## src/rtl/seq_repeat_pkg.sv

```systemverilog
package seq_repeat_pkg;

  typedef enum logic [1:0] {
    CMD_NONE  = 2'd0,
    CMD_START = 2'd1,
    CMD_ABORT = 2'd2,
    CMD_DRAIN = 2'd3
  } cmd_kind_e;

  // Classify one host write; stop outranks stop-at-end, both need running.
  function automatic cmd_kind_e classify_cmd(input logic wr, input logic start,
                                             input logic stop, input logic stop_seq,
                                             input logic is_running);
    cmd_kind_e k;
    k = CMD_NONE;
    if (wr) begin
      if (!is_running) begin
        if (start) k = CMD_START;
      end else if (stop) begin
        k = CMD_ABORT;
      end else if (stop_seq) begin
        k = CMD_DRAIN;
      end
    end
    return k;
  endfunction

endpackage

```

## src/rtl/trig_edge_detect.sv

```systemverilog
module trig_edge_detect #(
  parameter int STAGES = 2
) (
  input  logic clk,
  input  logic rst_n,
  input  logic din,
  output logic rise
);
  logic [STAGES:0] shreg;

  always_ff @(posedge clk or negedge rst_n) begin
    if (!rst_n) shreg <= '0;
    else        shreg <= {shreg[STAGES-1:0], din};
  end

  assign rise = shreg[STAGES-1] & ~shreg[STAGES];
endmodule

```

## src/rtl/interval_timer.sv

```systemverilog
module interval_timer #(
  parameter int W = 8
) (
  input  logic         clk,
  input  logic         rst_n,
  input  logic         capture,
  input  logic [W-1:0] period_in,
  input  logic         clear,
  input  logic         restart,
  output logic         expired
);
  logic [W-1:0] period_q;
  logic [W-1:0] count_q;

  function automatic logic [W-1:0] step_down(input logic [W-1:0] c);
    return (c == '0) ? '0 : c - 1'b1;
  endfunction

  always_ff @(posedge clk or negedge rst_n) begin
    if (!rst_n) begin
      period_q <= '0;
      count_q  <= '0;
    end else begin
      if (capture) period_q <= period_in;
      if (clear)        count_q <= '0;
      else if (restart) count_q <= period_q;
      else              count_q <= step_down(count_q);
    end
  end

  assign expired = (count_q == '0);
endmodule

```

## src/rtl/frame_counter.sv

```systemverilog
module frame_counter #(
  parameter int W = 6
) (
  input  logic         clk,
  input  logic         rst_n,
  input  logic         load,
  input  logic [W-1:0] frames_in,
  input  logic         dec,
  output logic         empty
);
  logic [W-1:0] left_q;

  function automatic logic [W-1:0] replay_total(input logic [W-1:0] f);
    return (f == '0) ? {{(W-1){1'b0}}, 1'b1} : f;
  endfunction

  always_ff @(posedge clk or negedge rst_n) begin
    if (!rst_n)                      left_q <= '0;
    else if (load)                   left_q <= replay_total(frames_in);
    else if (dec && left_q != '0)    left_q <= left_q - 1'b1;
  end

  assign empty = (left_q == '0);
endmodule

```

## src/rtl/seq_repeat_ctrl.sv

```systemverilog
module seq_repeat_ctrl
  import seq_repeat_pkg::*;
#(
  parameter int FRAME_W     = 6,
  parameter int TIMER_W     = 8,
  parameter int SYNC_STAGES = 2
) (
  input  logic               clk,
  input  logic               rst_n,
  input  logic               host_wr,
  input  logic               host_start,
  input  logic               host_stop,
  input  logic               host_stop_seq,
  input  logic               host_trig_en,
  input  logic [FRAME_W-1:0] host_frames,
  input  logic [TIMER_W-1:0] host_interval,
  input  logic               trig_in,
  input  logic               seq_done,
  output logic               seq_start,
  output logic               seq_abort,
  output logic               running,
  output logic               trig_mode,
  output logic               seq_active
);
  cmd_kind_e cmd;
  logic run_q, te_q, active_q, stop_pend_q, start_q, abort_q;
  logic start_evt, abort_evt, drain_evt, done_evt;
  logic trig_rise, timer_expired, frames_empty;
  logic pace_ok, launch, go_idle;

  assign cmd       = classify_cmd(host_wr, host_start, host_stop, host_stop_seq, run_q);
  assign start_evt = (cmd == CMD_START);
  assign abort_evt = (cmd == CMD_ABORT);
  assign drain_evt = (cmd == CMD_DRAIN);
  assign done_evt  = seq_done & active_q;

  trig_edge_detect #(.STAGES(SYNC_STAGES)) u_trig (
    .clk (clk), .rst_n (rst_n), .din (trig_in), .rise (trig_rise)
  );

  interval_timer #(.W(TIMER_W)) u_timer (
    .clk (clk), .rst_n (rst_n), .capture (start_evt), .period_in (host_interval),
    .clear (start_evt), .restart (done_evt), .expired (timer_expired)
  );

  frame_counter #(.W(FRAME_W)) u_frames (
    .clk (clk), .rst_n (rst_n), .load (start_evt), .frames_in (host_frames),
    .dec (launch & ~te_q), .empty (frames_empty)
  );

  // Pacing source: trigger edge in trigger mode, expired interval otherwise.
  assign pace_ok = te_q ? trig_rise : timer_expired;
  assign launch  = run_q & ~active_q & ~stop_pend_q & ~abort_evt & ~drain_evt & pace_ok;

  assign go_idle = abort_evt
                 | (drain_evt & (~active_q | done_evt))
                 | (done_evt & (stop_pend_q | (~te_q & frames_empty)));

  always_ff @(posedge clk or negedge rst_n) begin
    if (!rst_n) begin
      run_q       <= 1'b0;
      te_q        <= 1'b0;
      active_q    <= 1'b0;
      stop_pend_q <= 1'b0;
      start_q     <= 1'b0;
      abort_q     <= 1'b0;
    end else begin
      if (start_evt)    run_q <= 1'b1;
      else if (go_idle) run_q <= 1'b0;

      if (host_wr && !run_q) te_q <= host_trig_en;

      if (launch)                      active_q <= 1'b1;
      else if (abort_evt || done_evt)  active_q <= 1'b0;

      if (go_idle || start_evt) stop_pend_q <= 1'b0;
      else if (drain_evt)       stop_pend_q <= 1'b1;

      start_q <= launch;
      abort_q <= abort_evt & active_q;
    end
  end

  assign seq_start  = start_q;
  assign seq_abort  = abort_q;
  assign running    = run_q;
  assign trig_mode  = te_q;
  assign seq_active = active_q;
endmodule

```

## config.mk

```make
export PLATFORM = sky130hd
export DESIGN_NAME = seq_repeat_ctrl
export DESIGN_NICKNAME = d
export VERILOG_FILES = /design/src/rtl/seq_repeat_pkg.sv /design/src/rtl/trig_edge_detect.sv /design/src/rtl/interval_timer.sv /design/src/rtl/frame_counter.sv /design/src/rtl/seq_repeat_ctrl.sv
export SDC_FILE = /design/constraint.sdc
export NUM_CORES = 1
export LEC_CHECK = 0
export BUFFER_PORTS_ARGS = -buffer_cell sky130_fd_sc_hd__buf_4
export CAP_MARGIN = 0
export CELL_PAD_IN_SITES_DETAIL_PLACEMENT = 1
export CELL_PAD_IN_SITES_GLOBAL_PLACEMENT = 1
export CORE_ASPECT_RATIO = 0.6
export CORE_MARGIN = 1.5
export CORE_UTILIZATION = 25
export DETAILED_ROUTE_END_ITERATION = 10
export HOLD_SLACK_MARGIN = 0.1
export PLACE_DENSITY_LB_ADDON = 0.1
export SLEW_MARGIN = 20
export SYNTH_ARGS = -nofsm -noshare
export SYNTH_HDL_FRONTEND = slang
export SYNTH_SLANG_ARGS = --single-unit
```

## constraint.sdc

```tcl
create_clock -name clk -period 2.56 [get_ports clk]
set_input_delay 0.384 -clock clk [delete_from_list [all_inputs] [get_ports clk]]
set_output_delay 0.384 -clock clk [all_outputs]
set_load 0.01 [all_outputs]
```

==> impl_metrics.ini <==
[outcome]
outcome = finished, final reports clean

[worst_setup_path]
worstPathRequired_ns = 2.78
path_class = reg -> reg
end_kind = flip-flop
start_kind = flip-flop
path_cells = nor4_4, nand3_4, or4_1, xor2_1, a21oi_1
cpMaxStageDelayCell = or4_1
slowest_delay_ns = 0.58
cp.arrival_ns = 2.13
crit_fanout = 7

[drt]
viasPerCell = 4.42
drc = 0
drt.antenna.violating_nets = 0
drt_first_pass_iters = 4
drt_iter0_markers = 60
route.vias.total = 1135
routed_wl_um = 3680
wire_per_inst_um = 14.3

[final_layout]
diodes = 0
postLayoutCellArea_mm2 = 0.00191
drive_gt1_frac = 0.282
final_nets = 203
areaGrowthSynthToFinish_pct = 28.7
fin_util = 0.339

[sta]
tightest_slew_ns = 0.798
tns_ns = 0
fin_worst_skew_ns = 0.00461
whs_ns = 0.202
min_period_over_period = 0.748
max_freq_mhz = 522
relSlewSlack = 0.465
finalSetupViolCount = 0
slew_viol_final = 0
rsz0062_at_grt = no
final-hold-violation-count = 0
fin_crit_ns = 1.91

[min_path]
hold_path.class = in -> reg

[placement]
place_area_mm2 = 0.00179
gp_congestion = 0.757
port_buffers = 27
dp_hpwl_um = 2760

[yosys]
synth_top_area_cell = dfrtp_1
syn_area_per_cell_um2 = 10.4
ys_seq_elements = 31
syn_nets = 170
synth_seq_area_share = 0.522
ys_types = 28
synth.area.top_cells = dfrtp_1 (52%), mux2_2 (6.8%), xnor2_1 (4.1%), nand2_1 (3.8%), nor2_1 (3.5%)
netlist.area_leader.share = 0.522
syn_area_mm2 = 0.00149
synth_warnings = 0
synthCells = 143

[floorplanning]
die_area_mm2 = 0.00643
rows = 21
dieHeight_um = 62.7
die_w_um = 103
io_pins = 28
core_area_mm2 = 0.00565
start_util = 0.263

[power]
pwr_density_cell_mw_per_mm2 = 1070
p_leak_nw = 0.820
ir_worst_vdd_uv = 350

[global_route]
grt_pass1_vias = 1206
grt_usage = 0.130
grt_overflow = 0
antenna_found_initial = 0
grt_pass1_wl_um = 6220
grt_max_degree = 32

[cts]
cts_root_buf = clkbuf_8
htreeDepth = 2
cts_tree = yes
cts.sinks = 31
cts.clk_slew.worst_paths_ns = 0.07
insertion_delay_ns = 0.28
cts_buffer_depth = 2
cts_resized = 0
numCtsBuffers = 5

[job]
drv_cap = 0
[worst max-delay path: cells and delay by family (launching register included)]
family / cells / cell delay [ns]
compound gates: 1 / 0.13
xor+xnor: 1 / 0.17
flops: 1 / 0.43
simple gates: 3 / 1.13
[power breakdown]
group | total [mW] | switching, mW | internal, mW
clock network | 0.509 | 0.194 | 0.315
logic | 0.671 | 0.339 | 0.332
registers | 0.871 | 0.182 | 0.689
total | 2.05 | 0.715 | 1.34
[per-stage QoR]
| step | worst slack (ns) | cells | power, mW |
|---|---|---|---|
| finish | 0.646 | 257 | 2.05 |
| detailed placement | 0.647 | 248 | 1.56 |
| CTS | 0.629 | 257 | 2.08 |
| floorplan | 0.791 | 143 | 1.32 |
| global route | 0.510 | 257 | 2.22 |
| global placement | 0.678 | 248 | 1.54 |
[cell type report]
class	count	area [µm²]
clock buffers	6	82.6
clock inverters	2	35.0
fillers	644	3740
inverters	8	30.0
multi-input cells	101	669
flip-flops and latches	31	776
well taps	80	100
repair buffers	29	220
[worst paths after layout]
kind / startpoint / endpoint / slack, ns / cells after the start
min in group asynchronous: rst_n / u_frames.left_q[0] / 0.57 / 2
worst max register to register: u_timer.count_q[4] / u_frames.left_q[2] / 0.65 / 5
worst max-delay path: u_timer.count_q[4] / u_frames.left_q[2] / 0.65 / 5
max in group asynchronous: rst_n / seq_start / 1.68 / 2
worst min-delay path: trig_in / u_trig.shreg[0] / 0.20 / 1
worst min register to register: u_trig.shreg[0] / u_trig.shreg[1] / 0.35 / 0
[flip-flops by register name, summed over array words and instances, names as in the netlist, 3 cells and up]
register / cells
u_trig.shreg: 3
u_timer.period_q: 8
u_frames.left_q: 6
u_timer.count_q: 8
[Yosys cell counts, drive strengths merged]
| cell type | n |
|---|---|
| nor4 | 5 |
| a31oi | 2 |
| nand3 | 5 |
| nor2 | 14 |
| nor3b | 1 |
| mux2 | 9 |
| or4 | 3 |
| ha | 4 |
| o31ai | 1 |
| o22ai | 1 |
| clkbuf | 3 |
| or3 | 1 |
| and2 | 1 |
| a31o | 2 |
| nand2b | 1 |
| xnor2 | 7 |
| a21oi | 9 |
| and3 | 1 |
| dfrtp | 31 |
| o21ai | 9 |
| inv | 8 |
| xor2 | 4 |
| nand2 | 15 |
| nor3 | 4 |
| mux2i | 1 |
| o22a | 1 |
[cells by family after synthesis]
group / synth area share
compound gates: 0.0968
xor+xnor: 0.0648
fa+ha+maj: 0.0337
buf+inv: 0.0278
flops: 0.522
mux: 0.0749
simple gates: 0.180
[repair_timing]
action / CTS / global route
buffers inserted: 0 / 0
hold buffers: 1 / 0
hold endpoints to repair: 31 / 0
[placed cells by master (no fill, tap or decap), types with 2 or more instances in the layout]
cell type   n
buf_4      28
nand3_1     4
a31o_2      2
inv_1       8
mux2_2      9
xnor2_1     7
nor4_1      4
o21ai_0     9
a21oi_1     9
dfrtp_1    31
nor2_1     14
clkbuf_8    6
nand2_1    15
a31oi_1     2
xor2_1      4
or4_1       3
nor3_1      4
ha_1        4
[routing by layer]
layer / wire [µm] / part of all wire / up-vias / global-route usage
met5: 0 / 0 / - / 0
met4: 59 / 0.016 / 0 / 0.0462
met3: 171 / 0.046 / 4 / 0.0425
met2: 1450 / 0.39 / 27 / 0.172
met1: 2010 / 0.54 / 545 / 0.193
li1: - / - / 559 / -
Note: power is estimated with default switching activity, not from simulation.
